**config.mk**
```make
export PLATFORM = sky130hd
export DESIGN_NAME = dma_mbuf_seq
export DESIGN_NICKNAME = d
export VERILOG_FILES = /design/src/rtl/dmas_pkg.sv /design/src/rtl/dmas_chanregs.sv /design/src/rtl/dmas_ctl.sv /design/src/rtl/dmas_status.sv /design/src/rtl/dma_mbuf_seq.sv
export SDC_FILE = /design/constraint.sdc
export NUM_CORES = 1
export LEC_CHECK = 0
export ABC_AREA = 1
export ABC_CLOCK_PERIOD_IN_PS = 2900
export BUFFER_PORTS_ARGS = -buffer_cell sky130_fd_sc_hd__buf_2
export CORE_ASPECT_RATIO = 0.6
export CORE_MARGIN = 8
export CORE_UTILIZATION = 50
export DETAILED_ROUTE_END_ITERATION = 10
export GPL_TIMING_DRIVEN = 0
export PLACE_DENSITY = 0.74
export SLEW_MARGIN = 5
export SYNTH_ARGS = -nofsm -noshare
export SYNTH_HDL_FRONTEND = slang
export SYNTH_HIERARCHICAL = 1
export SYNTH_SLANG_ARGS = --single-unit
export TNS_END_PERCENT = 5
```
**constraint.sdc**
```tcl
create_clock -name clk -period 2.9 [get_ports clk]
set_clock_uncertainty 0.15 [all_clocks]
set_input_delay 0.29 -clock clk [delete_from_list [all_inputs] [get_ports clk]]
set_output_delay 0.29 -clock clk [all_outputs]
set_load 0.03 [all_outputs]
```
**src/rtl/dmas_pkg.sv**
```systemverilog
package dmas_pkg;
    localparam int LEN_W    = 16;
    localparam int DONE_BIT = 31;
    localparam int AUTO_BIT = 0;

    localparam logic [2:0] RA_SRC  = 3'd0;
    localparam logic [2:0] RA_DST  = 3'd1;
    localparam logic [2:0] RA_CTLA = 3'd2;
    localparam logic [2:0] RA_CTLB = 3'd3;
    localparam logic [2:0] RA_DSCR = 3'd4;
    localparam logic [2:0] RA_GO   = 3'd5;

    typedef enum logic [2:0] {
        S_IDLE, S_FETCH, S_RD, S_WR, S_WB, S_END
    } seq_state_t;

    typedef struct packed {
        logic       fetch_we;
        logic [1:0] fetch_idx;
        logic       step;
        logic       reload;
        logic       follow;
    } hw_upd_t;

    function automatic logic [LEN_W:0] len_ext(input logic [LEN_W-1:0] v);
        return {1'b0, v};
    endfunction
endpackage

```
**src/rtl/dmas_chanregs.sv**
```systemverilog
module dmas_chanregs
    import dmas_pkg::*;
#(
    parameter int DW = 32
) (
    input  logic          clk,
    input  logic          rst,
    input  logic          sw_we,
    input  logic [2:0]    sw_addr,
    input  logic [DW-1:0] sw_wdata,
    input  logic          busy,
    input  hw_upd_t       upd,
    input  logic [DW-1:0] fetch_data,
    output logic [DW-1:0] src_cur,
    output logic [DW-1:0] dst_cur,
    output logic [DW-1:0] ctla,
    output logic          auto_on,
    output logic [DW-1:0] dscr,
    output logic [DW-1:0] nxt,
    output logic          go
);
    logic [DW-1:0] src_start;

    assign go = sw_we && !busy && (sw_addr == RA_GO) && sw_wdata[0];

    always_ff @(posedge clk) begin
        if (rst) begin
            src_start <= '0;
            src_cur   <= '0;
            dst_cur   <= '0;
            ctla      <= '0;
            auto_on   <= 1'b0;
            dscr      <= '0;
            nxt       <= '0;
        end else begin
            if (sw_we && !busy) begin
                case (sw_addr)
                    RA_SRC: begin
                        src_start <= sw_wdata;
                        src_cur   <= sw_wdata;
                    end
                    RA_DST:  dst_cur <= sw_wdata;
                    RA_CTLA: ctla    <= sw_wdata;
                    RA_DSCR: dscr    <= sw_wdata;
                    default: ;
                endcase
            end
            if (sw_we && sw_addr == RA_CTLB)
                auto_on <= sw_wdata[AUTO_BIT];
            if (upd.fetch_we) begin
                case (upd.fetch_idx)
                    2'd0: dst_cur <= fetch_data;
                    2'd1: ctla    <= fetch_data;
                    2'd2: auto_on <= fetch_data[AUTO_BIT];
                    default: nxt  <= fetch_data;
                endcase
            end
            if (upd.step) begin
                src_cur <= src_cur + DW'(1);
                dst_cur <= dst_cur + DW'(1);
            end
            if (upd.reload)
                src_cur <= src_start;
            if (upd.follow)
                dscr <= nxt;
        end
    end
endmodule

```
**src/rtl/dmas_ctl.sv**
```systemverilog
module dmas_ctl
    import dmas_pkg::*;
#(
    parameter int DW = 32
) (
    input  logic          clk,
    input  logic          rst,
    input  logic          go,
    input  logic [DW-1:0] src_cur,
    input  logic [DW-1:0] dst_cur,
    input  logic [DW-1:0] ctla,
    input  logic          auto_on,
    input  logic [DW-1:0] dscr,
    input  logic [DW-1:0] nxt,
    input  logic          mem_ack,
    input  logic [DW-1:0] mem_rdata,
    output logic          mem_req,
    output logic          mem_we,
    output logic [DW-1:0] mem_addr,
    output logic [DW-1:0] mem_wdata,
    output hw_upd_t       upd,
    output logic          busy,
    output logic          ev_buf,
    output logic          ev_xfer
);
    seq_state_t       state;
    logic [1:0]       idx;
    logic [LEN_W-1:0] cnt;
    logic             ll_mode;
    logic [DW-1:0]    beat_q;
    logic [LEN_W-1:0] len;
    logic             last_beat;
    logic             chain_on;

    assign len       = ctla[LEN_W-1:0];
    assign last_beat = (len_ext(cnt) + (LEN_W+1)'(1)) == len_ext(len);
    assign chain_on  = ll_mode && (nxt != '0);
    assign busy      = (state != S_IDLE);
    assign ev_buf    = (state == S_END);
    assign ev_xfer   = (state == S_END) && (ll_mode ? (nxt == '0) : !auto_on);

    always_comb begin
        mem_req   = 1'b0;
        mem_we    = 1'b0;
        mem_addr  = '0;
        mem_wdata = '0;
        case (state)
            S_FETCH: begin
                mem_req  = 1'b1;
                mem_addr = dscr + DW'(idx);
            end
            S_RD: begin
                mem_req  = 1'b1;
                mem_addr = src_cur;
            end
            S_WR: begin
                mem_req   = 1'b1;
                mem_we    = 1'b1;
                mem_addr  = dst_cur;
                mem_wdata = beat_q;
            end
            S_WB: begin
                mem_req   = 1'b1;
                mem_we    = 1'b1;
                mem_addr  = dscr + DW'(1);
                mem_wdata = ctla | (DW'(1) << DONE_BIT);
            end
            default: ;
        endcase
    end

    always_comb begin
        upd           = '0;
        upd.fetch_we  = (state == S_FETCH) && mem_ack;
        upd.fetch_idx = idx;
        upd.step      = (state == S_WR) && mem_ack;
        upd.reload    = (state == S_END);
        upd.follow    = (state == S_END) && chain_on;
    end

    always_ff @(posedge clk) begin
        if (rst) begin
            state   <= S_IDLE;
            idx     <= '0;
            cnt     <= '0;
            ll_mode <= 1'b0;
            beat_q  <= '0;
        end else begin
            case (state)
                S_IDLE: if (go) begin
                    ll_mode <= (dscr != '0);
                    idx     <= '0;
                    cnt     <= '0;
                    if (dscr != '0)        state <= S_FETCH;
                    else if (len == '0)    state <= S_END;
                    else                   state <= S_RD;
                end
                S_FETCH: if (mem_ack) begin
                    idx <= idx + 2'd1;
                    cnt <= '0;
                    if (idx == 2'd3)
                        state <= (len == '0) ? S_WB : S_RD;
                end
                S_RD: if (mem_ack) begin
                    beat_q <= mem_rdata;
                    state  <= S_WR;
                end
                S_WR: if (mem_ack) begin
                    cnt <= cnt + LEN_W'(1);
                    if (last_beat)
                        state <= ll_mode ? S_WB : S_END;
                    else
                        state <= S_RD;
                end
                S_WB: if (mem_ack) state <= S_END;
                S_END: begin
                    cnt <= '0;
                    idx <= '0;
                    if (ev_xfer)            state <= S_IDLE;
                    else if (ll_mode)       state <= S_FETCH;
                    else if (len == '0)     state <= S_END;
                    else                    state <= S_RD;
                end
                default: state <= S_IDLE;
            endcase
        end
    end
endmodule

```
**src/rtl/dmas_status.sv**
```systemverilog
module dmas_status (
    input  logic clk,
    input  logic rst,
    input  logic clr,
    input  logic ev_buf,
    input  logic ev_xfer,
    output logic buf_done,
    output logic xfer_done
);
    always_ff @(posedge clk) begin
        if (rst) begin
            buf_done  <= 1'b0;
            xfer_done <= 1'b0;
        end else begin
            buf_done  <= (buf_done  && !clr) || ev_buf;
            xfer_done <= (xfer_done && !clr) || ev_xfer;
        end
    end
endmodule

```
**src/rtl/dma_mbuf_seq.sv**
```systemverilog
module dma_mbuf_seq
    import dmas_pkg::*;
#(
    parameter int DW = 32
) (
    input  logic          clk,
    input  logic          rst,
    input  logic          cfg_we,
    input  logic [2:0]    cfg_addr,
    input  logic [DW-1:0] cfg_wdata,
    input  logic          stat_rd,
    output logic          ch_active,
    output logic          stat_buf_done,
    output logic          stat_xfer_done,
    output logic          mem_req,
    output logic          mem_we,
    output logic [DW-1:0] mem_addr,
    output logic [DW-1:0] mem_wdata,
    input  logic          mem_ack,
    input  logic [DW-1:0] mem_rdata
);
    hw_upd_t       upd;
    logic [DW-1:0] src_cur, dst_cur, ctla, dscr, nxt;
    logic          auto_on, go, ev_buf, ev_xfer;

    dmas_chanregs #(.DW(DW)) u_regs (
        .clk(clk), .rst(rst),
        .sw_we(cfg_we), .sw_addr(cfg_addr), .sw_wdata(cfg_wdata),
        .busy(ch_active), .upd(upd), .fetch_data(mem_rdata),
        .src_cur(src_cur), .dst_cur(dst_cur), .ctla(ctla),
        .auto_on(auto_on), .dscr(dscr), .nxt(nxt), .go(go)
    );

    dmas_ctl #(.DW(DW)) u_ctl (
        .clk(clk), .rst(rst), .go(go),
        .src_cur(src_cur), .dst_cur(dst_cur), .ctla(ctla),
        .auto_on(auto_on), .dscr(dscr), .nxt(nxt),
        .mem_ack(mem_ack), .mem_rdata(mem_rdata),
        .mem_req(mem_req), .mem_we(mem_we), .mem_addr(mem_addr),
        .mem_wdata(mem_wdata), .upd(upd), .busy(ch_active),
        .ev_buf(ev_buf), .ev_xfer(ev_xfer)
    );

    dmas_status u_stat (
        .clk(clk), .rst(rst), .clr(stat_rd),
        .ev_buf(ev_buf), .ev_xfer(ev_xfer),
        .buf_done(stat_buf_done), .xfer_done(stat_xfer_done)
    );
endmodule

```
==> impl_metrics.csv <==
group,metric,value,unit
grt,grt_pass1_vias,16700,
die,die_area,36000,sq um
drt,drc,0,
synthesis,synth.avg_cell_area,6.18,sq um
timing,slew_viol_final,0,
cells_and_area,design_area,18500,sq um
cells_and_area,drive_gt1_share,13.7,%
timing,period_minus_slack,3.90,ns
grt,antenna_found_initial,0,
synthesis,netlist_instances,2428,
clocking,tritoncts,"built",
grt,grt_start_max_net_pins,16,
clocking,numClockSinks,248,
drt,routedWlPerCell,24.3,um
synthesis,synth_fp_nets,2507,
power,peakVddDrop,381,uV
timing,worst_pin_slew,1.10,ns
die,pin_count,141,
run,maxCapViolations,0,
clocking,cts_made_buffers,25,
clocking,clk_pin_slew,0.06,ns
setup_path,path_cells,"nor2_1, inv_1, nor2_2, buf_6, clkbuf_16, nor2_4, ha_4, nand2_2, nand2_2, nand4_1, nor2_4, nand2_2, nor2_4, nand3_2, xor2_1, o211ai_1, buf_4",
run_status,failed_checks,"setup timing",
drt,vias_per_cell,6.19,
timing,fmax,256,MHz
synthesis,synth_area,15000,sq um
die,rows,49,
setup_path,critPathTopFamily,"simple AND/OR/NAND/NOR gates",
placed_design,place_inst,2976,
clocking,root_buffer,"clkbuf_16",
clocking,clock_latency,0.57,ns
die,coreArea,29700,sq um
die,start_util,50.5,%
drt,num_vias,19300,
die,die_h,150,um
setup_path,cp_num_buf_inv,4,
setup_path,slowest_delay,0.32,ns
placed_design,gp_congestion,1.13,
placed_design,dp_hpwl,59.9,mm
min_path,hold_path.class,"in -> reg",
power,p_per_area,479,nW/um^2
cells_and_area,nets,2766,
timing,setup_slack,-1.00,ns
run_status,outcome,"complete, but fails checks",
grt,grt-ovfl-total,0,
power,p_leak,7.25,nW
drt,ant_nets,0,
setup_path,crit_type,"reg -> out",
placed_design,post_dp_cell_area,16300,sq um
setup_path,cp.arrival,3.46,ns
drt,firstDrtPassIters,10,
cells_and_area,area_delta_synth_final,23.3,%
timing,rsz0062_at_grt,"yes",
drt,drt_iter0_drc,3613,
clocking,cts_max_level,1,
cells_and_area,instances_no_fill,3112,
timing,hold_violations,0,
clocking,clk_path_buf_depth,3,
setup_path,crit_path_max_fanout,4,
setup_path,cp_slowest_cell,"dfxtp_2",
synthesis,yosysWarnings,6,
timing,fin_crit_sh,135,%
grt,globalRouteTotalUtil,40.2,%
grt,grt_pass1_wl,108,mm
setup_path,cp-start-kind,"register",
setup_path,crit_path_end_kind,"primary output",
die,die_w,240,um
setup_path,reg2reg_slack,-0.15,ns
drt,finalWirelength,75.7,mm
placed_design,port_buffers,140,
cells_and_area,antenna_cells,0,
timing,hold_ws,0.0113,ns
timing,setup_violations,74,
timing,relSlewSlack,26.9,%
setup_path,required,2.46,ns
## sequential cells by signal (all words and copies together), names as in the netlist, 2 cells and up
name	cells
u_ctl/beat_q	32
u_ctl/idx	2
u_regs/nxt	32
u_ctl/cnt	16
u_regs/ctla	31
u_regs/src_cur	32
u_ctl/state	3
u_regs/src_start	32
u_regs/dst_cur	32
u_regs/dscr	32
## power by group
group	switching [mW]	internal, mW
logic	1.06	0.494
registers	0.274	3.58
clock network	1.52	1.93
total	2.85	6.01
## worst paths after layout
check | cells past startpoint | start | to
setup / recovery | 17 | u_ctl/state[0] | mem_addr[19]
hold / removal | 3 | mem_rdata[0] | u_regs/auto_on
setup reg to reg | 11 | u_ctl/state[1] | u_regs/ctla[26]
hold reg to reg | 2 | u_ctl/beat_q[25] | u_ctl/beat_q[25]
## worst reg2reg max path, cell delays in order, from the launching register on
cell	delay, ns
dfxtp_2	0.33
inv_1	0.14
nand2_1	0.15
nor2_1	0.16
inv_1	0.09
nor2_2	0.18
inv_1	0.11
nor3_2	0.69
clkbuf_1	0.53
a21oi_1	0.14
o21ai_0	0.16
inv_1	0.09
## through the flow
stage / setup TNS (ns) / setup WS [ns] / power, mW / utilization, %
after floorplan: -0.630 / -0.168 / 4.63 / -
after global placement: -54.14 / -0.924 / 5.20 / 54.7
after global routing: -33.76 / -1.06 / 9.09 / 62.2
final: -25.89 / -1.00 / 8.86 / 62.2
after detailed placement: -55.07 / -0.875 / 5.23 / 54.7
after CTS: -20.25 / -0.922 / 8.73 / 61.6
## final cells by class
cell class              instances  area [sq um]
repair buffers                232          1690
plain buffers                 123           608
inverters                     309          1180
multi-input cells            1748          8710
clock inverters                11           118
flip-flops and latches        248          4970
fillers                      2887         11200
well taps                     408           510
clock buffers                  33           726
## layer usage
layer,global-route usage [%],up-vias,share of wire (%)
met5,1.51,-,0.095
met4,9.34,2,2.6
met3,19.1,171,19
met2,49.1,1647,35
met1,60.4,8926,43
li1,-,8514,-
## repair_timing
action	in CTS	in global routing
hold buffers	65	0
setup buffers	22	8
gates resized for setup	116	60
pin swaps	31	16
endpoints found under the hold margin	112	0
setup endpoints to repair	125	179
## cell usage in the layout, fill, tap and decap left out, types with 7 or more instances in the layout
| cell | n |
|---|---|
| nand2_1 | 599 |
| buf_6 | 25 |
| clkbuf_2 | 14 |
| nand3_1 | 102 |
| clkbuf_16 | 26 |
| o21ai_1 | 13 |
| o211ai_1 | 13 |
| a22oi_1 | 30 |
| clkbuf_8 | 7 |
| nor3_1 | 15 |
| dfxtp_1 | 245 |
| nand3_2 | 14 |
| nor2_1 | 171 |
| xor2_1 | 18 |
| dlygate4sd3_1 | 65 |
| a21oi_1 | 276 |
| a31oi_1 | 35 |
| buf_4 | 40 |
| xnor2_1 | 11 |
| buf_2 | 127 |
| o22ai_1 | 18 |
| inv_1 | 296 |
| nor2_2 | 18 |
| clkbuf_1 | 79 |
| o21ai_0 | 285 |
| nor2_4 | 13 |
| nand2_2 | 15 |
| nand4_1 | 29 |
Power figures use the tool's default switching activity.
